### config.mk
export PLATFORM = sky130hd
export DESIGN_NAME = can_busoff_stat
export DESIGN_NICKNAME = d
export VERILOG_FILES = /design/src/rtl/can_bo_pkg.sv /design/src/rtl/can_bo_srst.sv /design/src/rtl/can_bo_fault.sv /design/src/rtl/can_bo_regif.sv /design/src/rtl/can_busoff_stat.sv
export SDC_FILE = /design/constraint.sdc
export NUM_CORES = 1
export LEC_CHECK = 0
export ABC_AREA = 1
export ABC_CLOCK_PERIOD_IN_PS = 3200
export BUFFER_PORTS_ARGS = -buffer_cell sky130_fd_sc_hd__buf_2
export CORE_AREA = 2 2 39 41
export CTS_CLUSTER_SIZE = 28
export DETAILED_ROUTE_END_ITERATION = 8
export DIE_AREA = 0 0 41 43
export GPL_ROUTABILITY_DRIVEN = 0
export GPL_TIMING_DRIVEN = 1
export HOLD_SLACK_MARGIN = 0.02
export RECOVER_POWER = 50
export SLEW_MARGIN = 25
export SYNTH_ARGS = -nofsm -noshare
export SYNTH_HDL_FRONTEND = slang
export SYNTH_SLANG_ARGS = --single-unit
### constraint.sdc
create_clock -name clk -period 3.2 [get_ports clk]
set_clock_uncertainty 0.05 [all_clocks]
set_input_delay 0.64 -clock clk [delete_from_list [all_inputs] [get_ports clk]]
set_output_delay 0.64 -clock clk [all_outputs]
set_load 0.02 [all_outputs]
### src/rtl/can_bo_pkg.sv
package can_bo_pkg;

  localparam int ADDR_W = 2;

  localparam logic [ADDR_W-1:0] ADDR_MCFG = 2'd0;
  localparam logic [ADDR_W-1:0] ADDR_CTRL = 2'd1;
  localparam logic [ADDR_W-1:0] ADDR_STAT = 2'd2;

  localparam int BIT_SRST  = 0;
  localparam int BIT_MASK  = 0;
  localparam int BIT_FLAG  = 2;
  localparam int FAULT_LSB = 0;
  localparam int FAULT_W   = 2;

  typedef enum logic [FAULT_W-1:0] {
    FC_ACTIVE  = 2'b00,
    FC_PASSIVE = 2'b01,
    FC_RSVD    = 2'b10,
    FC_BUSOFF  = 2'b11
  } fault_e;

endpackage

### src/rtl/can_bo_srst.sv
module can_bo_srst #(
  parameter int SRST_CYCLES = 4
) (
  input  logic clk,
  input  logic rst_n,
  input  logic start_i,
  output logic busy_o
);
  localparam int CNT_W = $clog2(SRST_CYCLES + 1);
  localparam logic [CNT_W-1:0] CNT_LOAD = CNT_W'(SRST_CYCLES - 1);

  logic             busy_q, busy_d;
  logic [CNT_W-1:0] cnt_q, cnt_d;
  logic             cnt_en;

  always_comb begin
    busy_d = busy_q;
    cnt_d  = cnt_q;
    cnt_en = 1'b0;
    if (!busy_q && start_i) begin
      busy_d = 1'b1;
      cnt_d  = CNT_LOAD;
      cnt_en = 1'b1;
    end else if (busy_q) begin
      cnt_en = 1'b1;
      if (cnt_q == '0) begin
        busy_d = 1'b0;
      end else begin
        cnt_d = cnt_q - 1'b1;
      end
    end
  end

  always_ff @(posedge clk or negedge rst_n) begin
    if (!rst_n) begin
      busy_q <= 1'b0;
      cnt_q  <= '0;
    end else if (cnt_en) begin
      busy_q <= busy_d;
      cnt_q  <= cnt_d;
    end
  end

  assign busy_o = busy_q;

  // Checker: length of the busy window, counted independently.
  logic [CNT_W:0] chk_len_q;
  always_ff @(posedge clk or negedge rst_n) begin
    if (!rst_n) chk_len_q <= '0;
    else if (busy_q) chk_len_q <= chk_len_q + 1'b1;
    else chk_len_q <= '0;
  end

  assert_window_len_R7: assert property (@(posedge clk) disable iff (!rst_n)
    $fell(busy_q) |-> (chk_len_q == (CNT_W+1)'(SRST_CYCLES)));

  assert_window_bound_R7: assert property (@(posedge clk) disable iff (!rst_n)
    busy_q |-> (chk_len_q < (CNT_W+1)'(SRST_CYCLES)));

endmodule

### src/rtl/can_bo_fault.sv
module can_bo_fault
  import can_bo_pkg::*;
(
  input  logic   clk,
  input  logic   rst_n,
  input  logic   busoff_evt_i,
  input  logic   active_evt_i,
  input  logic   flag_w1c_i,
  input  logic   srst_start_i,
  input  logic   srst_busy_i,
  output fault_e fault_o,
  output logic   flag_o
);
  fault_e fault_q, fault_d;
  logic   flag_q, flag_d;
  logic   hold;
  logic   upd_en;

  assign hold = srst_start_i | srst_busy_i;

  always_comb begin
    fault_d = fault_q;
    flag_d  = flag_q;
    if (hold) begin
      fault_d = FC_ACTIVE;
      flag_d  = 1'b0;
    end else begin
      if (busoff_evt_i) begin
        fault_d = FC_BUSOFF;
      end else if (active_evt_i) begin
        fault_d = FC_ACTIVE;
      end
      if (busoff_evt_i) begin
        flag_d = 1'b1;
      end else if (flag_w1c_i) begin
        flag_d = 1'b0;
      end
    end
  end

  assign upd_en = hold | busoff_evt_i | active_evt_i | flag_w1c_i;

  always_ff @(posedge clk or negedge rst_n) begin
    if (!rst_n) begin
      fault_q <= FC_ACTIVE;
      flag_q  <= 1'b0;
    end else if (upd_en) begin
      fault_q <= fault_d;
      flag_q  <= flag_d;
    end
  end

  assign fault_o = fault_q;
  assign flag_o  = flag_q;

  assert_busoff_sets_R2: assert property (@(posedge clk) disable iff (!rst_n)
    (busoff_evt_i && !hold) |=> (fault_q == FC_BUSOFF && flag_q));

  assert_busoff_beats_clear_R6: assert property (@(posedge clk) disable iff (!rst_n)
    (busoff_evt_i && flag_w1c_i && !hold) |=> flag_q);

  assert_clean_exit_R8: assert property (@(posedge clk) disable iff (!rst_n)
    $fell(srst_busy_i) |-> (fault_q == FC_ACTIVE && !flag_q));

  assert_no_busoff_in_srst_R9: assert property (@(posedge clk) disable iff (!rst_n)
    srst_busy_i |-> (fault_q != FC_BUSOFF && !flag_q));

endmodule

### src/rtl/can_bo_regif.sv
module can_bo_regif
  import can_bo_pkg::*;
#(
  parameter int DATA_W = 8
) (
  input  logic              clk,
  input  logic              rst_n,
  input  logic              wr_i,
  input  logic [ADDR_W-1:0] addr_i,
  input  logic [DATA_W-1:0] wdata_i,
  input  fault_e            fault_i,
  input  logic              flag_i,
  input  logic              srst_busy_i,
  output logic [DATA_W-1:0] rdata_o,
  output logic              mask_o,
  output logic              srst_start_o,
  output logic              flag_w1c_o
);
  logic mask_q, mask_d, mask_en;
  logic wr_mcfg, wr_ctrl, wr_stat;

  assign wr_mcfg = wr_i && (addr_i == ADDR_MCFG);
  assign wr_ctrl = wr_i && (addr_i == ADDR_CTRL);
  assign wr_stat = wr_i && (addr_i == ADDR_STAT);

  assign srst_start_o = wr_mcfg && wdata_i[BIT_SRST] && !srst_busy_i;
  assign flag_w1c_o   = wr_stat && wdata_i[BIT_FLAG];

  always_comb begin
    mask_en = wr_ctrl;
    mask_d  = wdata_i[BIT_MASK];
  end

  always_ff @(posedge clk or negedge rst_n) begin
    if (!rst_n) mask_q <= 1'b0;
    else if (mask_en) mask_q <= mask_d;
  end

  assign mask_o = mask_q;

  always_comb begin
    rdata_o = '0;
    case (addr_i)
      ADDR_MCFG: rdata_o[BIT_SRST] = srst_busy_i;
      ADDR_CTRL: rdata_o[BIT_MASK] = mask_q;
      ADDR_STAT: begin
        rdata_o[FAULT_LSB +: FAULT_W] = fault_i;
        rdata_o[BIT_FLAG]             = flag_i;
      end
      default:   rdata_o = '0;
    endcase
  end

  assert_mask_kept_R10: assert property (@(posedge clk) disable iff (!rst_n)
    !wr_ctrl |=> $stable(mask_q));

endmodule

### src/rtl/can_busoff_stat.sv
module can_busoff_stat #(
  parameter int DATA_W      = 8,
  parameter int SRST_CYCLES = 4
) (
  input  logic              clk,
  input  logic              rst_n,
  input  logic              reg_wr,
  input  logic [1:0]        reg_addr,
  input  logic [DATA_W-1:0] reg_wdata,
  output logic [DATA_W-1:0] reg_rdata,
  input  logic              busoff_evt,
  input  logic              active_evt,
  output logic              irq
);
  import can_bo_pkg::*;

  fault_e fault;
  logic   flag, mask, srst_start, srst_busy, flag_w1c;

  can_bo_regif #(.DATA_W(DATA_W)) u_regif (
    .clk          (clk),
    .rst_n        (rst_n),
    .wr_i         (reg_wr),
    .addr_i       (reg_addr),
    .wdata_i      (reg_wdata),
    .fault_i      (fault),
    .flag_i       (flag),
    .srst_busy_i  (srst_busy),
    .rdata_o      (reg_rdata),
    .mask_o       (mask),
    .srst_start_o (srst_start),
    .flag_w1c_o   (flag_w1c)
  );

  can_bo_srst #(.SRST_CYCLES(SRST_CYCLES)) u_srst (
    .clk     (clk),
    .rst_n   (rst_n),
    .start_i (srst_start),
    .busy_o  (srst_busy)
  );

  can_bo_fault u_fault (
    .clk          (clk),
    .rst_n        (rst_n),
    .busoff_evt_i (busoff_evt),
    .active_evt_i (active_evt),
    .flag_w1c_i   (flag_w1c),
    .srst_start_i (srst_start),
    .srst_busy_i  (srst_busy),
    .fault_o      (fault),
    .flag_o       (flag)
  );

  assign irq = flag & mask;

  assert_irq_needs_flag_R4: assert property (@(posedge clk) disable iff (!rst_n)
    $rose(irq) |-> ($rose(flag) || $rose(mask)));

endmodule

Word level (Yosys, flattened, before mapping)
Cells that the tools add are included.
{ "op_classes": {"bitwise": 5, "eq_ne": 3, "reduce_logical": 16, "n_addsub": 1, "mux": 16} }
{ "ops": {"columns": ["operator", "n"], "rows": [
  ["2-to-1 mux 3 bit", 3],
  ["2-to-1 mux 1 bit", 8],
  ["2-to-1 mux 2 bit", 4],
  ["logical AND 1 bit", 7],
  ["nonzero test 3 bit", 2],
  ["OR 1 bit", 4],
  ["AND reduction 2 bit", 2],
  ["logical NOT 3 bit", 1],
  ["case mux 1 bit (3 select lines)", 1],
  ["AND reduction 3 bit", 1],
  ["subtractor 3 x 1 -> 3 bit, second input constant", 1],
  ["== test 2 x 1 -> 1 bit, second input constant", 1],
  ["== test 2 bit, second input constant", 1],
  ["logical NOT 2 bit", 1],
  ["!= test 2 x 1 -> 1 bit, second input constant", 1],
  ["nonzero test 2 bit", 1],
  ["AND 1 bit", 1],
  ["logical NOT 1 bit", 1]
]} }
{ "word_totals": {"elab_cells": 46, "out_inout_bits": 9, "regBits": 8} }

Longest topological paths before layout
Gate-level depths: netlist of run 1.
{ "logic_depth": {"word_depth": 9, "mapped_depth": 7, "ltp_nobuf": 7} }

Modules after synthesis
A second synthesis of run 1 with hierarchy kept.
{ "hier_totals": {"hier_cells": 69, "area_unflattened_um2": 480.5} }
{ "modules_own_cells": {"columns": ["mod", "area_per_inst_um2", "cells_each", "n_inst", "seq_area_each_um2"], "rows": [
  ["can_bo_srst", 219.0, 27, 1, 100.1],
  ["can_bo_regif", 156.4, 27, 1, 25.0],
  ["can_bo_fault", 97.6, 13, 1, 50.0],
  ["can_busoff_stat", 7.5, 2, 1, 0.0]
]} }

Worst setup path before layout of run 1
Ideal clock, no wire load.
{ "synth_timing": {"path_kind": "input -> output", "start": "in reg_addr[1]", "end": "out reg_rdata[2]", "arrival_time_ns": 1.214, "cell_stages": 2, "required_ns": 2.510, "n_path_buf": 0, "path_slack_ns": 1.296, "cell_sequence": "inv_1 > nor3b_1"} }
{ "synth_via": {"elab_chain_len": 2} }
{ "synth_rtl": {"columns": ["element", "line", "text"], "rows": [
  ["from (decl)", "can_busoff_stat.sv:8", "input logic [1:0] reg_addr,"],
  ["== test 2 bit", "can_bo_regif.sv:43", "case (addr_i)"],
  ["2-to-1 mux 2 bit", "can_bo_regif.sv:43", null],
  ["to (decl)", "can_busoff_stat.sv:10", "output logic [DATA_W-1:0] reg_rdata,"]
]} }
No other way between the ends.

Worst setup path in the final report of run 1
{ "layout_timing": {"start": "in reg_addr[1]", "end": "out reg_rdata[0]"} }
{ "layout_via": {"elab_chain_len": 2} }
{ "layout_rtl": {"columns": ["element", "line"], "rows": [
  ["== test 2 bit, or another cell as far along", "can_bo_regif.sv:43"],
  ["case mux 1 bit (3 select lines) *", "can_bo_regif.sv:43"]
]} }
Mark *: on every way between the ends. The rest lies on a longest branch, timed or not.

==> impl_metrics.ini, run 1 <==
[yosys]
synthFlopType = dfrtp_1
netlist_top_cells_count = nand2_1 (14), inv_1 (13), dfrtp_1 (7), nand3_1 (7), buf_4 (5)
synth_most_common_cell = nand2_1
yosysTopAreaCell = dfrtp_1
yosys.cell_types.count = 15
synth_warnings = 0
synth_area_um2 = 434
async_flop_share_pct = 100
synth-seq-cells = 7
synth_edf_count = 0
synth_area_leaders = dfrtp_1 (40%), nand2_1 (12%), inv_1 (11%), buf_4 (8.6%), nand3_1 (8.1%)
netlist_instances = 59
yosysTopAreaCellShare_pct = 40.3
synth_seq_area_share_pct = 40.3
syn_area_per_cell_um2 = 7.36

[route]
wl_per_cell_um = 7.62
dr_wl_met2_um = 274
drc_errors = 0
first_pass_iters = 4
top_layer = met3
wl_met1_um = 355
vias_per_cell = 3.97
routed_wl_um = 686
first_iter_violations = 10
dr_wl_met3_um = 56
num_vias = 357
ant_nets = 0

[clock_tree]
worstSkewPairLatency_ns = 0.24
cts_buffers = 3
postCtsHoldBufs = 0
cts.sinks = 7
cts-resized-gates = 0
cts_buffer_depth = 2
cts_tree = built
cts-root-buf = clkbuf_4
cts.clk_slew.worst_paths_ns = 0.05
postCtsSetupBuffers = 0
cts_max_level = 1

[worst_setup_path]
max_stage_delay_ns = 0.16
path_max_fanout = 4
crit_type = in -> out
worstPathArrival_ns = 1.26
worstSetupStartpointType = input pin
r2r_start = u_srst.cnt_q[0]
crit_chain = buf_1 -> inv_1 -> nor2_1 -> nand2_1 -> nand3_1 -> buf_2
slowest_stage = buf_2
critPathLaunch = reg_addr[1]
endpoint_kind = primary output
critPathRequiredTime_ns = 2.51

[run_status]
status = finished clean

[grt]
grt_max_degree = 8
grt-ovfl-total = 0
grt_pass1_vias = 272
track_usage_pct = 8.72
grt_pass1_wl_mm = 1.04
antenna_found_initial = 0

[layout]
fin_cells = 90
diodes = 0
syn_to_final_growth_pct = 18.2
n_fill_cell = 158
nNetsFinal = 92
multi_input_area_um2 = 185
drive_above_1_share_pct = 18.9
seq_area_um2 = 175

[timing]
grt_setup_unrepaired = false
setup_viol = 0
finalMaxSlewViolations = 0
timing.final.crit_share_pct = 61.0
period_needed_ns = 1.95
tns_ns = 0
finalHoldViolCount = 0
max_freq_mhz = 512

[power]
p_leak_nw = 0.320
vdd_drop_max_mv = 0.326
pwr_density_cell_nw_per_um2 = 688

[place]
dpl.cell_count = 86
io_buffers = 12
hpwlAfterDp_um = 561

[floorplanning]
die_area_um2 = 1760
initial_core_util_pct = 31.4
boundaryPins = 24
rows = 14
die_x_um = 41
die_y_um = 43
coreArea_um2 = 1380

[job]
cap_violations = 0

[min_path]
hold_class = in -> async
flip-flops by register name, indices dropped and copies added (netlist names):
register	cells
u_fault.fault_o	1
u_fault.flag_o	1
u_regif.mask_o	1
u_srst.busy_o	1
u_srst.cnt_q	3
worst max-delay path, delay by kind of cell:
| family | cells | cell delay, ns |
|---|---|---|
| buf+inv | 3 | 0.34 |
| simple gates | 3 | 0.30 |
path summary, 6_finish.rpt:
check | depth (start not counted) | endpoint | slack, ns
max in group asynchronous | 1 | u_regif.mask_o | 2.60
min in group clk | 2 | u_srst.cnt_q[2] | 0.45
max | 6 | reg_rdata[0] | 1.25
min reg2reg | 2 | u_srst.cnt_q[2] | 0.45
max reg2reg | 7 | u_srst.cnt_q[2] | 1.88
min | 1 | u_srst.cnt_q[1] | 0.23
layout make-up:
cell class              count  area share [%]
flip-flops and latches      7            34.1
clock buffers               4            5.12
well taps                  16            3.90
repair buffers             12            11.2
inverters                  13            9.51
multi-input cells          38            36.1
cell families after synthesis:
group	count (synthesis)	synth area share, %
flip-flops	7	40.3
other	1	0.864
adder cells (fa/ha/maj)	2	5.76
AO/OA/AOI/OAI	4	5.19
buffers and inverters	18	19.9
AND/OR/NAND/NOR	27	28.0
power breakdown:
group | switching [mW] | internal (mW) | leakage, nW
Combinational | 0.0791 | 0.0529 | 0.220
Clock | 0.0285 | 0.0473 | 0.0150
Sequential | 0.0217 | 0.124 | 0.0852
layer usage:
| layer | vias up | global-route usage (%) |
|---|---|---|
| met5 | - | 0 |
| met4 | 0 | 4.00 |
| met3 | 0 | 3.14 |
| met2 | 11 | 10.9 |
| met1 | 145 | 13.0 |
| li1 | 201 | - |
placed cells by master, fill, tap and decap left out:
master    instances
a21oi_1           2
buf_1             1
buf_2            10
clkbuf_1          2
clkbuf_4          3
conb_1            5
dfrtp_1           7
ha_1              2
inv_1            13
nand2_1          14
nand2_2           1
nand3_1           7
nor2_1            3
nor3b_1           1
o211ai_1          1
o21ai_0           1
or2_0             1
per-stage QoR:
stage          power, mW  cell area (um^2)  setup slack (ns)  utilization (%)  hold slack (ns)
4_1_cts            0.360               518              1.25             37.4            0.171
2_1_floorplan      0.250               449              1.30                -            0.294
6_report           0.353               513              1.25             37.1            0.230
5_1_grt            0.397               513              1.17             37.1            0.268
3_5_place_dp       0.281               492              1.26             35.5            0.433
3_3_place_gp       0.278               492              1.27             35.5            0.432
Power figures use the tool's default switching activity.
==> run 2, diff against run 1 <==
--- a/config.mk
+++ b/config.mk
@@ -6,7 +6,7 @@
 export NUM_CORES = 1
 export LEC_CHECK = 0
 export ABC_AREA = 1
-export ABC_CLOCK_PERIOD_IN_PS = 3200
+export ABC_CLOCK_PERIOD_IN_PS = 1800
 export BUFFER_PORTS_ARGS = -buffer_cell sky130_fd_sc_hd__buf_2
 export CORE_AREA = 2 2 39 41
 export CTS_CLUSTER_SIZE = 28
==> constraint.sdc (replaced) <==
create_clock -name clk -period 1.8 [get_ports clk]
set_clock_uncertainty 0.05 [all_clocks]
set_input_delay 0.36 -clock clk [delete_from_list [all_inputs] [get_ports clk]]
set_output_delay 0.36 -clock clk [all_outputs]
set_load 0.02 [all_outputs]
==> run 2 against run 1 <==
Compared with the run above:
- setup slack lost 0.87 ns
- highest routed layer unchanged
- sequential share of layout area is 0.81 points lower
- combinational power rose by 80%
- sequential power rose by 78%
- largest cell class unchanged
- register-to-register slack got worse by 1.4 ns
- die area is the same
- utilization rose by 0.90 points
- sequential cell count stayed put
==> impl_metrics.ini, run 2 (synthesis gave the netlist of run 1 again) <==
[floorplanning]
rows = 14
boundaryPins = 24
die_area_um2 = 1760
coreArea_um2 = 1380
initial_core_util_pct = 31.4
die_y_um = 43
die_x_um = 41

[timing]
finalHoldViolCount = 0
setup_viol = 0
max_freq_mhz = 704
timing.final.crit_share_pct = 78.9
period_needed_ns = 1.42
grt_setup_unrepaired = false
tns_ns = 0
finalMaxSlewViolations = 0
fin_ws_ns = 0.380

[layout]
diodes = 0
final_area_um2 = 526
drive_above_1_share_pct = 20.0
layout_commonest_cell = nand2_1
nNetsFinal = 93
largest_register_ffs = 3
top_register = u_srst.cnt_q
syn_to_final_growth_pct = 21.0
most-common-layout-cells = nand2_1 (14), inv_1 (13), buf_2 (10), nand3_1 (7), dfrtp_1 (7)
post-route-util_pct = 38.0
n_fill_cell = 162

[job]
cap_violations = 0

[grt]
track_usage_pct = 10.2
antenna_found_initial = 0
grt_pass1_wl_mm = 1.21
grt_max_degree = 8
grt_pass1_vias = 317
grt-ovfl-total = 0

[clock_tree]
cts_max_level = 1
cts_tree = built
cts.sinks = 7
cts.clk_slew.worst_paths_ns = 0.05
cts-root-buf = clkbuf_4
cts_buffers = 3
postCtsSetupBuffers = 0
worstSkewPairLatency_ns = 0.24
cts_buffer_depth = 2

[route]
drc_errors = 0
vias_per_cell = 3.96
wl_per_cell_um = 7.74
first_pass_iters = 2
num_vias = 360
first_iter_violations = 4
routed_wl_um = 704
ant_nets = 0

[run_status]
status = finished clean

[power]
pwr_density_cell_nw_per_um2 = 1200
p_leak_nw = 0.324
vdd_drop_max_mv = 0.537
power_uw = 631

[worst_setup_path]
worstSetupStartpointType = input pin
endpoint_kind = primary output
path_max_fanout = 4
crit_type = in -> out
critPathRequiredTime_ns = 1.39
worstPathArrival_ns = 1.01

[place]
dpl-instance-area_um2 = 492
dp_slack_ns = 0.418
io_buffers = 12
hpwlAfterDp_um = 577

[min_path]
hold_class = in -> reg
==> run 2: cell types whose count changed in the layout (fill, tap and decap cells not counted), sizes merged <==
cell,previous run,this run
buf,11,10
clkbuf,5,6
dlygate4sd3,0,1
==> run 2: worst paths after layout <==
check | from | to | slack, ns | cells past startpoint
min in group asynchronous | rst_n | u_srst.cnt_q[1] | 0.49 | 2
setup / recovery | reg_addr[1] | reg_rdata[0] | 0.38 | 6
hold / removal | busoff_evt | u_fault.flag_o | 0.30 | 3
setup reg to reg | u_srst.cnt_q[0] | u_srst.cnt_q[2] | 0.49 | 7
hold reg to reg | u_srst.cnt_q[2] | u_srst.cnt_q[2] | 0.45 | 2
max in group asynchronous | rst_n | u_regif.mask_o | 0.95 | 2
==> run 2: through the flow <==
step,cells,hold WS (ns)
after floorplan,63,0.0144
after global placement,86,0.152
after detailed placement,86,0.154
after CTS,91,0.300
after global routing,91,0.294
final,91,0.303
==> run 2: per-layer routing <==
| metal | global-route usage (%) | vias up | part of all wire (%) |
|---|---|---|---|
| li1 | - | 200 | - |
| met1 | 13.5 | 149 | 49 |
| met2 | 14.1 | 11 | 43 |
| met3 | 3.14 | 0 | 8.5 |
| met4 | 6.00 | 0 | 0 |
| met5 | 0 | - | 0 |
==> run 2: worst max-delay path, cell delays in order <==
cell and delay (ns):
clkbuf_1 0.11, inv_1 0.09, nor2_1 0.14, nand2_1 0.09, nand3_1 0.06, buf_2 0.16
==> run 2: power by group <==
group	switching [mW]	internal, mW
registers	0.0386	0.220
logic	0.141	0.0957
clock network	0.0518	0.0842
total	0.232	0.400
==> run 2: timing repair <==
item / CTS / global route
gates resized for setup: 0 / 0
endpoints found under the hold margin: 7 / 0
hold buffers: 1 / 0
==> run 2: cell type report <==
| cell class | instances | area, um^2 | share of cell area (%) |
|---|---|---|---|
| tap | 16 | 20.0 | 3.81 |
| timing repair buffer | 13 | 67.6 | 12.9 |
| sequential | 7 | 175 | 33.3 |
| clock buffer | 4 | 26.3 | 5.00 |
| inverter | 13 | 48.8 | 9.29 |
| multi-input combinational | 38 | 188 | 35.7 |
==> run 3, diff against run 2 <==
--- a/config.mk
+++ b/config.mk
@@ -6,7 +6,7 @@
 export NUM_CORES = 1
 export LEC_CHECK = 0
 export ABC_AREA = 1
-export ABC_CLOCK_PERIOD_IN_PS = 1800
+export ABC_CLOCK_PERIOD_IN_PS = 1200
 export BUFFER_PORTS_ARGS = -buffer_cell sky130_fd_sc_hd__buf_2
 export CORE_AREA = 2 2 39 41
 export CTS_CLUSTER_SIZE = 28
==> constraint.sdc (replaced) <==
create_clock -name clk -period 1.2 [get_ports clk]
set_clock_uncertainty 0.05 [all_clocks]
set_input_delay 0.24 -clock clk [delete_from_list [all_inputs] [get_ports clk]]
set_output_delay 0.24 -clock clk [all_outputs]
set_load 0.02 [all_outputs]
==> run 3 against run 2 <==
Compared with the run above:
- the flow now finishes with violations (negative setup slack)
- sequential share of layout area shrank 5.7 points
- hold slack lost 0.13 ns
- final cell count grew 5.5%
- sequential cell count did not move
- design area is 20% higher
- clock power up 55%
- largest power group is now combinational cells
==> impl_metrics.ini, run 3 (synthesis gave the netlist of run 1 again) <==
[run_status]
status = finished with violations
violations = negative setup slack

[worst_setup_path]
slowest_stage = dfrtp_1
r2r_slack_ns = 0.01
worstPathArrival_ns = 0.95
worstSetupStartpointType = register
endpoint_kind = primary output
crit_chain = nor3b_2 -> buf_4
critPathRequiredTime_ns = 0.91
max_stage_delay_ns = 0.39
crit_type = reg -> out
path_max_fanout = 3

[clock_tree]
cts.sinks = 7
cts_tree = built
cts_buffer_depth = 2
worstSkewPairLatency_ns = 0.25
cts_buffers = 3
cts-root-buf = clkbuf_4
cts.clk_slew.worst_paths_ns = 0.05
cts_max_level = 1

[timing]
finalMaxSlewViolations = 0
tns_ns = -0.0756
fin_ws_ns = -0.0450
grt_setup_unrepaired = true
timing.final.crit_share_pct = 104
setup_viol = 2
max_freq_mhz = 803
finalHoldViolCount = 0
period_needed_ns = 1.24
hold-worst-slack_ns = 0.178

[grt]
track_usage_pct = 11.7
antenna_found_initial = 0
grt_pass1_vias = 343
grt-ovfl-total = 0
grt_max_degree = 8
grt_pass1_wl_mm = 1.30

[route]
wl_per_cell_um = 9.59
num_vias = 417
first_iter_violations = 5
drc_errors = 0
first_pass_iters = 4
ant_nets = 0
routed_wl_um = 921
vias_per_cell = 4.34

[floorplanning]
die_y_um = 43
die_x_um = 41
rows = 14
boundaryPins = 24
initial_core_util_pct = 31.4
die_area_um2 = 1760
coreArea_um2 = 1380

[layout]
n_fill_cell = 141
most-common-layout-cells = nand2_1 (12), inv_1 (10), buf_2 (7), dfrtp_1 (7)
diodes = 0
layout_commonest_cell = nand2_1
largest_register_ffs = 3
syn_to_final_growth_pct = 45.8
drive_above_1_share_pct = 37.5
final_area_um2 = 633
seq_area_um2 = 175
top_register = u_srst.cnt_q
multi_input_area_um2 = 233
nNetsFinal = 98

[power]
pwr_density_cell_nw_per_um2 = 2020
p_leak_nw = 0.363
vdd_drop_max_mv = 1.01

[place]
io_buffers = 12
hpwlAfterDp_um = 597
dpl-instance-area_um2 = 497
dp_slack_ns = -0.0508

[min_path]
hold_class = in -> reg

[job]
cap_violations = 0
[run 3: cell count changes in the layout (fill, tap and decap cells not counted), moves of 2 or more]
cell,change
buf_6,+3
inv_1,-3
buf_2,-3
ha_4,+2
inv_2,+2
buf_4,+6
nand2_1,-2
ha_1,-2
[run 3: per-stage QoR]
step | total power [mW] | std cells | utilization [%]
after floorplan | 0.681 | 63 | -
after global placement | 0.759 | 86 | 35.9
after detailed placement | 0.769 | 86 | 35.9
after CTS | 1.10 | 93 | 41.5
after global routing | 1.39 | 96 | 45.8
final | 1.28 | 96 | 45.8
[run 3: final timing paths]
kind / start / cells past startpoint / endpoint
hold / removal: busoff_evt / 3 / u_fault.flag_o
hold reg to reg: u_srst.cnt_q[2] / 2 / u_srst.cnt_q[2]
max in group asynchronous: rst_n / 2 / u_fault.fault_o[0]
min in group asynchronous: rst_n / 2 / u_fault.flag_o
setup / recovery: u_fault.flag_o / 2 / reg_rdata[2]
setup reg to reg: u_srst.cnt_q[1] / 7 / u_srst.cnt_q[2]
[run 3: layer usage]
metal  vias to the layer above  global-route usage (%)  routed length (um)
met3                         2                    7.85                  78
met2                        17                    16.9                 455
met4                         0                    4.00                   4
li1                        211                       -                   -
met5                         -                       0                   0
met1                       187                    13.4                 383
[run 3: power breakdown]
part	internal [mW]	leakage [nW]	switching (mW)
clock network	0.127	0.0150	0.0840
registers	0.330	0.0852	0.0568
logic	0.347	0.263	0.336
[run 3: layout make-up]
| cell class | count | area share [%] |
|---|---|---|
| Clock buffer | 4 | 4.15 |
| Sequential cell | 7 | 27.7 |
| Timing Repair Buffer | 18 | 20.2 |
| Multi-Input combinational cell | 38 | 36.8 |
| Tap cell | 16 | 3.16 |
| Inverter | 13 | 8.10 |
[run 3: worst max-delay path: cells and delay by family (launching register included)]
family	cells	cell delay (ns)
and+or+nand+nor	1	0.16
buffers and inverters	1	0.15
DFF	1	0.39
[run 3: repair_timing]
item,in CTS,in global routing
gates resized for setup,7,10
hold endpoints to repair,7,0
setup buffers,2,3
endpoints found under the setup margin,3,7
pin swaps,5,3
hold buffers,1,0
gates cloned,0,0
